$ cat config.mk
export PLATFORM = sky130hd
export DESIGN_NAME = mac_host_mgmt
export DESIGN_NICKNAME = d
export VERILOG_FILES = /design/src/rtl/mgmt_pkg.sv /design/src/rtl/mgmt_cfg_regs.sv /design/src/rtl/mgmt_mdio_engine.sv /design/src/rtl/mac_host_mgmt.sv
export SDC_FILE = /design/constraint.sdc
export NUM_CORES = 1
export LEC_CHECK = 0
export ABC_AREA = 1
export BUFFER_PORTS_ARGS = -buffer_cell sky130_fd_sc_hd__buf_2
export CAP_MARGIN = 20
export CORE_MARGIN = 1
export CORE_UTILIZATION = 48
export CTS_BUF_LIST = sky130_fd_sc_hd__clkbuf_8
export DETAILED_ROUTE_END_ITERATION = 7
export RECOVER_POWER = 25
export SLEW_MARGIN = 10
export SYNTH_ARGS = -nofsm -noshare
export SYNTH_HDL_FRONTEND = slang
export SYNTH_SLANG_ARGS = --single-unit
$ cat constraint.sdc
create_clock -name clk -period 3.5 [get_ports clk]
set_input_delay 0.35 -clock clk [delete_from_list [all_inputs] [get_ports clk]]
set_output_delay 0.35 -clock clk [all_outputs]
set_load 0.02 [all_outputs]
$ cat src/rtl/mgmt_pkg.sv
`timescale 1ns/1ps
package mgmt_pkg;
  typedef enum logic [1:0] {
    ACC_NONE = 2'd0,
    ACC_CFG  = 2'd1,
    ACC_TBL  = 2'd2,
    ACC_MDIO = 2'd3
  } acc_kind_e;

  localparam logic [1:0] MDIO_WR = 2'b01;
  localparam logic [1:0] MDIO_RD = 2'b10;

  localparam int FRAME_BITS = 64;
  localparam int PRE_BITS   = 32;
  localparam int TA_POS     = 46;
  localparam int DATA_POS   = 48;

  function automatic acc_kind_e classify(input logic sel, input logic a9);
    if (sel)     return ACC_MDIO;
    else if (a9) return ACC_CFG;
    else         return ACC_TBL;
  endfunction
endpackage

$ cat src/rtl/mgmt_cfg_regs.sv
`timescale 1ns/1ps
module mgmt_cfg_regs #(
  parameter int DIVW        = 6,
  parameter int TBL_ENTRIES = 4,
  localparam int IDXW       = (TBL_ENTRIES > 1) ? $clog2(TBL_ENTRIES) : 1
) (
  input  logic            clk,
  input  logic            rst_n,
  input  logic            cfg_we,
  input  logic [8:0]      cfg_off,
  input  logic            tbl_we,
  input  logic [IDXW-1:0] tbl_idx,
  input  logic            tbl_word,
  input  logic [31:0]     wdata,
  output logic [31:0]     cfg_rdata,
  output logic [31:0]     tbl_lo,
  output logic [15:0]     tbl_hi,
  output logic [DIVW-1:0] div
);
  logic [47:0]     uc_q, uc_d;
  logic [DIVW-1:0] div_q, div_d;
  logic [47:0]     ent_all [TBL_ENTRIES];

  always_comb begin
    uc_d  = uc_q;
    div_d = div_q;
    if (cfg_we) begin
      case (cfg_off)
        9'd0:    uc_d[31:0]  = wdata;
        9'd1:    uc_d[47:32] = wdata[15:0];
        9'd2:    div_d       = wdata[DIVW-1:0];
        default: ;
      endcase
    end
  end

  always_ff @(posedge clk or negedge rst_n) begin
    if (!rst_n) begin
      uc_q  <= '0;
      div_q <= '0;
    end else if (cfg_we) begin
      uc_q  <= uc_d;
      div_q <= div_d;
    end
  end

  always_comb begin
    case (cfg_off)
      9'd0:    cfg_rdata = uc_q[31:0];
      9'd1:    cfg_rdata = {16'h0000, uc_q[47:32]};
      9'd2:    cfg_rdata = 32'(div_q);
      default: cfg_rdata = '0;
    endcase
  end

  for (genvar e = 0; e < TBL_ENTRIES; e++) begin : g_entry
    logic        hit;
    logic [47:0] ent_q, ent_d;
    assign hit = tbl_we && (tbl_idx == IDXW'(e));
    always_comb begin
      ent_d = ent_q;
      if (tbl_word) ent_d[47:32] = wdata[15:0];
      else          ent_d[31:0]  = wdata;
    end
    always_ff @(posedge clk or negedge rst_n) begin
      if (!rst_n)   ent_q <= '0;
      else if (hit) ent_q <= ent_d;
    end
    assign ent_all[e] = ent_q;
  end

  assign tbl_lo = ent_all[tbl_idx][31:0];
  assign tbl_hi = ent_all[tbl_idx][47:32];
  assign div    = div_q;

  assert_div_hold_R3: assert property (@(posedge clk) disable iff (!rst_n)
    !cfg_we |=> $stable(div));
endmodule

$ cat src/rtl/mgmt_mdio_engine.sv
`timescale 1ns/1ps
module mgmt_mdio_engine #(
  parameter int DIVW = 6
) (
  input  logic            clk,
  input  logic            rst_n,
  input  logic            start,
  input  logic            start_rd,
  input  logic [4:0]      phy_ad,
  input  logic [4:0]      reg_ad,
  input  logic [15:0]     wr_data,
  input  logic [DIVW-1:0] div,
  output logic            busy,
  output logic            rd_mode,
  output logic            finish,
  output logic [15:0]     rd_word,
  output logic            mdc,
  input  logic            mdio_in,
  output logic            mdio_out,
  output logic            mdio_tri
);
  import mgmt_pkg::*;
  localparam int FB = FRAME_BITS;
  localparam int CW = $clog2(FB);

  logic            busy_q, busy_d;
  logic            rd_q, rd_d;
  logic            mdc_q, mdc_d;
  logic [DIVW-1:0] cnt_q, cnt_d, dv_q, dv_d;
  logic [CW-1:0]   bit_q, bit_d;
  logic [FB-1:0]   sh_q, sh_d;
  logic [15:0]     rs_q, rs_d;
  logic            tick, rising, falling;
  logic [FB-1:0]   frame;

  assign tick    = busy_q && (cnt_q == dv_q);
  assign rising  = tick && !mdc_q;
  assign falling = tick && mdc_q;
  assign finish  = falling && (bit_q == CW'(FB-1));

  assign frame = {{PRE_BITS{1'b1}}, 2'b01,
                  start_rd ? MDIO_RD : MDIO_WR,
                  phy_ad, reg_ad,
                  start_rd ? 2'b11 : 2'b10,
                  start_rd ? 16'hFFFF : wr_data};

  always_comb begin
    busy_d = busy_q;
    rd_d   = rd_q;
    mdc_d  = mdc_q;
    cnt_d  = cnt_q;
    dv_d   = dv_q;
    bit_d  = bit_q;
    sh_d   = sh_q;
    rs_d   = rs_q;
    if (start && !busy_q) begin
      busy_d = 1'b1;
      rd_d   = start_rd;
      mdc_d  = 1'b0;
      cnt_d  = '0;
      dv_d   = div;
      bit_d  = '0;
      sh_d   = frame;
    end else if (tick) begin
      cnt_d = '0;
      mdc_d = ~mdc_q;
      if (rising) begin
        if (rd_q && (bit_q >= CW'(DATA_POS))) rs_d = {rs_q[14:0], mdio_in};
      end else if (finish) begin
        busy_d = 1'b0;
      end else begin
        bit_d = bit_q + CW'(1);
        sh_d  = {sh_q[FB-2:0], 1'b0};
      end
    end else if (busy_q) begin
      cnt_d = cnt_q + DIVW'(1);
    end
  end

  always_ff @(posedge clk or negedge rst_n) begin
    if (!rst_n) begin
      busy_q <= 1'b0;
      rd_q   <= 1'b0;
      mdc_q  <= 1'b0;
      cnt_q  <= '0;
      dv_q   <= '0;
      bit_q  <= '0;
      sh_q   <= '0;
      rs_q   <= '0;
    end else begin
      busy_q <= busy_d;
      rd_q   <= rd_d;
      mdc_q  <= mdc_d;
      cnt_q  <= cnt_d;
      dv_q   <= dv_d;
      bit_q  <= bit_d;
      sh_q   <= sh_d;
      rs_q   <= rs_d;
    end
  end

  assign busy     = busy_q;
  assign rd_mode  = rd_q;
  assign rd_word  = rs_q;
  assign mdc      = mdc_q;
  assign mdio_out = busy_q ? sh_q[FB-1] : 1'b1;
  assign mdio_tri = !busy_q || (rd_q && (bit_q >= CW'(TA_POS)));

  assert_idle_quiet_R11: assert property (@(posedge clk) disable iff (!rst_n)
    !busy_q |-> (!mdc && mdio_tri));
  assert_write_driven_R8: assert property (@(posedge clk) disable iff (!rst_n)
    (busy_q && !rd_q) |-> !mdio_tri);
  assert_out_on_fall_R7: assert property (@(posedge clk) disable iff (!rst_n)
    (busy_q && !falling && !start) |=> $stable(mdio_out));
  assert_mdc_on_tick_R5: assert property (@(posedge clk) disable iff (!rst_n)
    (busy_q && !tick) |=> $stable(mdc));
endmodule

$ cat src/rtl/mac_host_mgmt.sv
`timescale 1ns/1ps
module mac_host_mgmt #(
  parameter int DIVW        = 6,
  parameter int TBL_ENTRIES = 4,
  localparam int IDXW       = (TBL_ENTRIES > 1) ? $clog2(TBL_ENTRIES) : 1
) (
  input  logic        clk,
  input  logic        rst_n,
  input  logic        host_req,
  input  logic        host_sel,
  input  logic [1:0]  host_op,
  input  logic [9:0]  host_addr,
  input  logic [31:0] host_wdata,
  output logic [31:0] host_rdata,
  output logic        host_rdy,
  output logic        mdc,
  input  logic        mdio_in,
  output logic        mdio_out,
  output logic        mdio_tri
);
  import mgmt_pkg::*;

  acc_kind_e       kind;
  logic            accept, is_wr, op_ok;
  logic            cfg_we, cfg_rd, tbl_we, tbl_rd, mdio_start;
  logic [31:0]     cfg_rdata, tbl_lo;
  logic [15:0]     tbl_hi;
  logic [DIVW-1:0] div;
  logic            m_busy, m_rd, m_finish;
  logic [15:0]     m_word;
  logic [31:0]     rdata_q, rdata_d;
  logic [15:0]     hi_q, hi_d;
  logic            pend_q, pend_d;

  assign accept     = host_req && host_rdy;
  assign kind       = accept ? classify(host_sel, host_addr[9]) : ACC_NONE;
  assign is_wr      = !host_op[1];
  assign op_ok      = (host_op == MDIO_WR) || (host_op == MDIO_RD);
  assign cfg_we     = (kind == ACC_CFG) && is_wr;
  assign cfg_rd     = (kind == ACC_CFG) && !is_wr;
  assign tbl_we     = (kind == ACC_TBL) && is_wr;
  assign tbl_rd     = (kind == ACC_TBL) && !is_wr;
  assign mdio_start = (kind == ACC_MDIO) && op_ok && (div != '0);

  mgmt_cfg_regs #(.DIVW(DIVW), .TBL_ENTRIES(TBL_ENTRIES)) u_cfg (
    .clk       (clk),
    .rst_n     (rst_n),
    .cfg_we    (cfg_we),
    .cfg_off   (host_addr[8:0]),
    .tbl_we    (tbl_we),
    .tbl_idx   (host_addr[IDXW:1]),
    .tbl_word  (host_addr[0]),
    .wdata     (host_wdata),
    .cfg_rdata (cfg_rdata),
    .tbl_lo    (tbl_lo),
    .tbl_hi    (tbl_hi),
    .div       (div)
  );

  mgmt_mdio_engine #(.DIVW(DIVW)) u_mdio (
    .clk      (clk),
    .rst_n    (rst_n),
    .start    (mdio_start),
    .start_rd (host_op == MDIO_RD),
    .phy_ad   (host_addr[9:5]),
    .reg_ad   (host_addr[4:0]),
    .wr_data  (host_wdata[15:0]),
    .div      (div),
    .busy     (m_busy),
    .rd_mode  (m_rd),
    .finish   (m_finish),
    .rd_word  (m_word),
    .mdc      (mdc),
    .mdio_in  (mdio_in),
    .mdio_out (mdio_out),
    .mdio_tri (mdio_tri)
  );

  always_comb begin
    rdata_d = rdata_q;
    if (m_finish && m_rd)  rdata_d = {16'h0000, m_word};
    else if (pend_q)       rdata_d = {16'h0000, hi_q};
    else if (cfg_rd)       rdata_d = cfg_rdata;
    else if (tbl_rd)       rdata_d = tbl_lo;
    hi_d   = tbl_rd ? tbl_hi : hi_q;
    pend_d = tbl_rd;
  end

  always_ff @(posedge clk or negedge rst_n) begin
    if (!rst_n) begin
      rdata_q <= '0;
      hi_q    <= '0;
      pend_q  <= 1'b0;
    end else begin
      rdata_q <= rdata_d;
      hi_q    <= hi_d;
      pend_q  <= pend_d;
    end
  end

  assign host_rdata = rdata_q;
  assign host_rdy   = !m_busy && !pend_q;

  assert_mdio_holds_ready_R10: assert property (@(posedge clk) disable iff (!rst_n)
    (host_req && host_rdy && host_sel && op_ok && (div != '0)) |=> !host_rdy);
  assert_tbl_second_word_R4: assert property (@(posedge clk) disable iff (!rst_n)
    tbl_rd |=> !host_rdy);
  assert_rdata_only_on_read_R13: assert property (@(posedge clk) disable iff (!rst_n)
    (!cfg_rd && !tbl_rd && !pend_q && !m_finish) |=> $stable(host_rdata));
  assert_zero_div_ignored_R6: assert property (@(posedge clk) disable iff (!rst_n)
    (host_rdy && (div == '0) && !tbl_rd) |=> host_rdy);
endmodule

[Word level (Yosys, flattened, before mapping)]
Index checks and enable logic that the tools add are counted.
Storage, ports and cells
  register bits: 396
  bits of input ports: 49
  output and inout bits: 36
  word-level logic and storage cells: 124
Operators by class
  add/subtract/negate cells: 2
  $lt $le $gt $ge: 3
  eq/ne operators: 14
  muxes and demuxes: 32
  bitwise logic cells: 4
  reduce and logical (&&, ||, !) cells: 47
Operators by type and width (number)
  $mux W64: 4
  $mux W32: 4
  $bmux W48 S2: 1
  $mux W48: 2
  $pmux W32 S3: 1
  $mux W6: 7
  $reduce_and A2 Y1: 11
  $logic_and A1 B1 Y1: 20
  $mux W16: 1
  $add A6 B1 Y6 const B: 2
  $ge A6 B6 Y1 const B: 2
  $eq A2 B2 Y1 const B: 5
  $eq A9 B1 Y1 const B: 1
  $eq A9 B2 Y1 const B: 1
  $logic_not A9 Y1: 1
  $mux W1: 8
  $mux W2: 4
  $eq A2 B1 Y1 const B: 3
  $eq A6 B6 Y1: 1
  $eq A6 B6 Y1 const B: 1
  $reduce_and A3 Y1: 2
  $reduce_bool A6 Y1: 1
  $logic_not A1 Y1: 4
  $reduce_and A4 Y1: 1
  10 further kinds: 14

[Longest topological paths before layout]
  depth in word-level cells: 10
  gate-level depth with buffers: 13

[Modules after synthesis]
Synthesis repeated with hierarchy kept, for this count alone.
Unflattened totals
  cells, all modules: 2285
  area total of the unflattened synthesis: 18557.8 µm²
Modules (own cells, without submodules)
  mgmt_cfg_regs: instances 1, cells an instance 1224, area an instance 10567.6 µm², sequential area each 6155.9 µm²
  mgmt_mdio_engine: instances 1, cells an instance 629, area an instance 5008.6 µm², sequential area each 2527.4 µm²
  mac_host_mgmt: instances 1, cells an instance 432, area an instance 2981.6 µm², sequential area each 1226.2 µm²

[Least setup slack after synthesis]
Ideal clock, no wire load.
  path kind: flip-flop to flip-flop
  start point: register pend_q
  end point: register u_cfg.g_entry[1].ent_q[3]
  library setup time: 0.133 ns
  data arrival time: 1.815 ns
  required time: 3.367 ns
  slack: 1.551 ns
  cell stages (with the launch flop): 11
  period minus slack after synthesis: 1.949 ns
  path through: dfrtp_1 > buf_2 > nor2_2 > nand2_1 > inv_2 > nand2_1 > nor3_4 > nand3_2 > clkbuf_1 > nand2_1 > o21ai_0
Between the ends
  word-level cells in the longest chain between the ends: 8
RTL lines
  start: declaration: line mac_host_mgmt.sv:33  | logic pend_q, pend_d;
  start signal: assignment: line mac_host_mgmt.sv:97  | pend_q <= pend_d;
  $logic_not A1 Y1: line mac_host_mgmt.sv:102  | assign host_rdy = !m_busy && !pend_q;
  $logic_and A1 B1 Y1: line mac_host_mgmt.sv:102
  named net host_rdy: line mac_host_mgmt.sv:15  | output logic host_rdy,
  $logic_and A1 B1 Y1: line mac_host_mgmt.sv:35  | assign accept = host_req && host_rdy;
  $mux W2: line mac_host_mgmt.sv:36  | assign kind = accept ? classify(host_sel, host_addr[9]) : ACC_NONE;
  $eq A2 B2 Y1: line mac_host_mgmt.sv:41  | assign tbl_we = (kind == ACC_TBL) && is_wr;
  $logic_and A1 B1 Y1: line mac_host_mgmt.sv:41
  $logic_and A1 B1 Y1: line mgmt_cfg_regs.sv:59  | assign hit = tbl_we && (tbl_idx == IDXW'(e));
  $reduce_and A2 Y1 (no line)
  end signal: assignment: line mgmt_cfg_regs.sv:67  | else if (hit) ent_q <= ent_d;
  end: declaration: line mgmt_cfg_regs.sv:58  | logic [47:0] ent_q, ent_d;
The timed path passes the listed nets, and every way through them passes these cells.
A chain may end at the register's enable or synchronous reset.

==> results.json <==
{
  "status": "complete, but fails checks",
  "violations": "max-capacitance violations, max-slew violations",
  "multiInputGateArea_um2": 6848,
  "via_per_inst": 5.382,
  "cts_resized": 0,
  "path_clk_slew_ns": 0.06,
  "fmaxAchievable_ghz": 0.3671,
  "drt-initial-drc-count": 1162,
  "rows": 69,
  "syn_avg_cell_area_um2": 8.278,
  "combPwrFrac_pct": 3.5,
  "yosys.area.top_type": "dfrtp_1",
  "relSlewSlack_pct": -80.59,
  "clock_tree.buffer_depth": 3,
  "insertion_delay_ns": 0.63,
  "ys_seq_elements": 396,
  "grt_use_total_pct": 26.02,
  "overflow": 0,
  "yosys.area_share.adder_pct": 0.2122,
  "wl_um": 47230,
  "tightest_slew_ns": 2.709,
  "synth_compound_area_share_pct": 11.51,
  "dr.pass1.iters": 5,
  "seqPwrFrac_pct": 50.5,
  "num_vias": 14610,
  "min_period_ns": 2.724,
  "power_leakage_nw": 10.23,
  "grt_pass1_vias": 14330,
  "synth_common_cells": "nand2_1, dfrtp_1, o21ai_0, nand3_1, clkbuf_1",
  "switching_power_mw": 2.147,
  "clock_sinks": 396,
  "nNetsFinal": 2257,
  "async_reset_ff_share_pct": 100.0,
  "ios": 85,
  "drc": 0,
  "hold_viol_final": 0,
  "cts_tree": "built",
  "ant_nets": 0,
  "worstSetupPathType": "input pin to async pin",
  "fin_ws_ns": 0.7757,
  "syn-num-nets": 2189,
  "p_int_mw": 6.935,
  "arrival_ns": 3.49,
  "ys.flop_type": "dfrtp_1",
  "syn_inst": 2137,
  "core_region_area_um2": 35910,
  "power.share.clock_pct": 46.0,
  "powerDensity_nw_per_um2": 454.8,
  "drive_above_1_share_pct": 13.19,
  "dieArea_um2": 37620,
  "r2r_cells": 9,
  "cp-start-kind": "input pin",
  "timing.final.crit_share_pct": 77.84,
  "grt_max_degree": 100,
  "end_kind": "async pin",
  "die_x_um": 194.0,
  "yosysMostFrequentCell": "nand2_1",
  "post_drt_wl_per_cell_um": 17.40,
  "synth_mux_area_share_pct": 0.6366,
  "yosys_warnings": 0,
  "cts_setup_buffers": 0,
  "hold_depth": 3,
  "synth-seq-area-share_pct": 56.02,
  "worst_ep_required_time_ns": 4.26,
  "grt_pass1_wl_um": 78030,
  "fill_cells": 3412,
  "worstHoldPathType": "input pin to flip-flop",
  "slew_violations": 96,
  "synth_edf_count": 0,
  "peakVddDrop_mv": 0.3015,
  "start_util_pct": 49.25,
  "drv_cap": 1,
  "synth_top_family_by_area": "simple AND/OR/NAND/NOR gates",
  "dp_slack_ns": 0.8943,
  "fin_skew_ns": 0.04127,
  "synth-simple-area-share_pct": 25.80,
  "finalSetupViolCount": 0,
  "io_buffer_count": 84,
  "htreeDepth": 3,
  "synth_cell_types": 34,
  "critPathMaxFanout": 99,
  "ff_latch_area_um2": 9910,
  "synth.top_cell.area_share_pct": 56.02,
  "grt_setup_unrepaired": "false",
  "synth_xor_area_share_pct": 0.3961,
  "swShare_pct": 23.64,
  "synthToLayoutAreaGrowth_pct": 12.87,
  "syn-cell-area_um2": 17690,
  "tns_ns": 0,
  "place_hpwl_um": 29340,
  "antenna_found_initial": 1,
  "cts_inserted_buffers": 70,
  "yosys-top-cells-area": "dfrtp_1, nand2_1, o21ai_0, nand3_1, clkbuf_1",
  "fp.dieH_um": 194.0,
  "globalplace.congestion": 0.8280,
  "postCtsHoldBufs": 3,
  "cts_root_buffer": "clkbuf_8"
}
critical path, cell delays in order:
cell and delay (ns):
dlygate4sd3_1 0.52, clkbuf_2 1.86, buf_4 0.63
stage by stage:
step           instance area [µm²]  instances  power, mW  utilization (%)  hold WS [ns]
6_report                     19970       2714      9.081            55.59       0.04487
3_3_place_gp                 18560       2590      4.984            51.69        0.4459
3_5_place_dp                 18560       2590      4.986            51.69        0.4508
5_1_grt                      19970       2714      9.411            55.59       0.04793
2_1_floorplan                17690       2137      4.765                -       0.05441
4_1_cts                      19960       2712      9.191            55.57       0.01725
cell type report:
class	instances	share of cell area, %
inverters	105	1.974
flip-flops and latches	396	49.63
multi-input cells	1500	34.30
well taps	461	2.889
repair buffers	132	4.362
clock buffers	90	6.204
clock inverters	29	0.6267
diodes	1	0.01253
power by group through the flow:
stage	Combinational, mW	Sequential (mW)	Clock (mW)
finish	0.321	4.58	4.18
global route	0.359	4.58	4.47
CTS	0.327	4.58	4.28
detailed placement	0.324	4.66	0
global placement	0.323	4.66	0
floorplan	0.102	4.66	0
cells by family (layout without fill, tap and decap cells):
family	Yosys count	in the layout
AOI/OAI and AO/OA	391	391
xor gates and xnor gates	8	8
adders and majority gates	3	3
buffers and inverters	241	356
DFF	396	396
muxes	10	10
other	0	1
and+or+nand+nor	1088	1088
routing by layer:
metal,up-vias,part of all wire (%),global-route usage [%]
met5,-,0,0
met4,0,2.8,9.377
met3,91,5.2,4.592
met2,399,45,40.03
met1,7023,47,37.02
li1,7093,-,-
flip-flops by register name (all words and copies together), names as in the netlist:
name	cells
u_cfg.g_entry.ent_q	192
u_mdio.sh_q	64
u_cfg.uc_q	48
host_rdata	32
hi_q	16
u_mdio.rd_word	16
u_cfg.div	6
u_mdio.bit_q	6
u_mdio.cnt_q	6
u_mdio.dv_q	6
pend_q	1
u_mdio.busy	1
u_mdio.mdc	1
u_mdio.rd_mode	1
placed cells by master (no fill, tap or decap), drive strengths merged, types with 10 or more instances in the layout:
cell type / n
nand2: 777
dfrtp: 396
o21ai: 330
nand3: 139
buf: 128
inv: 125
clkbuf: 91
nor2: 75
nand4: 52
or2: 35
a21oi: 25
o22ai: 18
mux2: 10
path summary, 6_finish.rpt:
kind | from | to | slack, ns
worst min-delay path | host_wdata[18] | u_cfg.g_entry[1].ent_q[18] | 0.04
worst max register to register | u_mdio.busy | u_cfg.g_entry[3].ent_q[14] | 0.90
worst min register to register | u_mdio.sh_q[56] | u_mdio.sh_q[56] | 0.46
min in group asynchronous | rst_n | u_mdio.sh_q[57] | 1.11
max in group clk | u_mdio.busy | u_cfg.g_entry[3].ent_q[14] | 0.90
worst max-delay path | rst_n | host_rdata[6] | 0.78
Power figures use the tool's default switching activity.
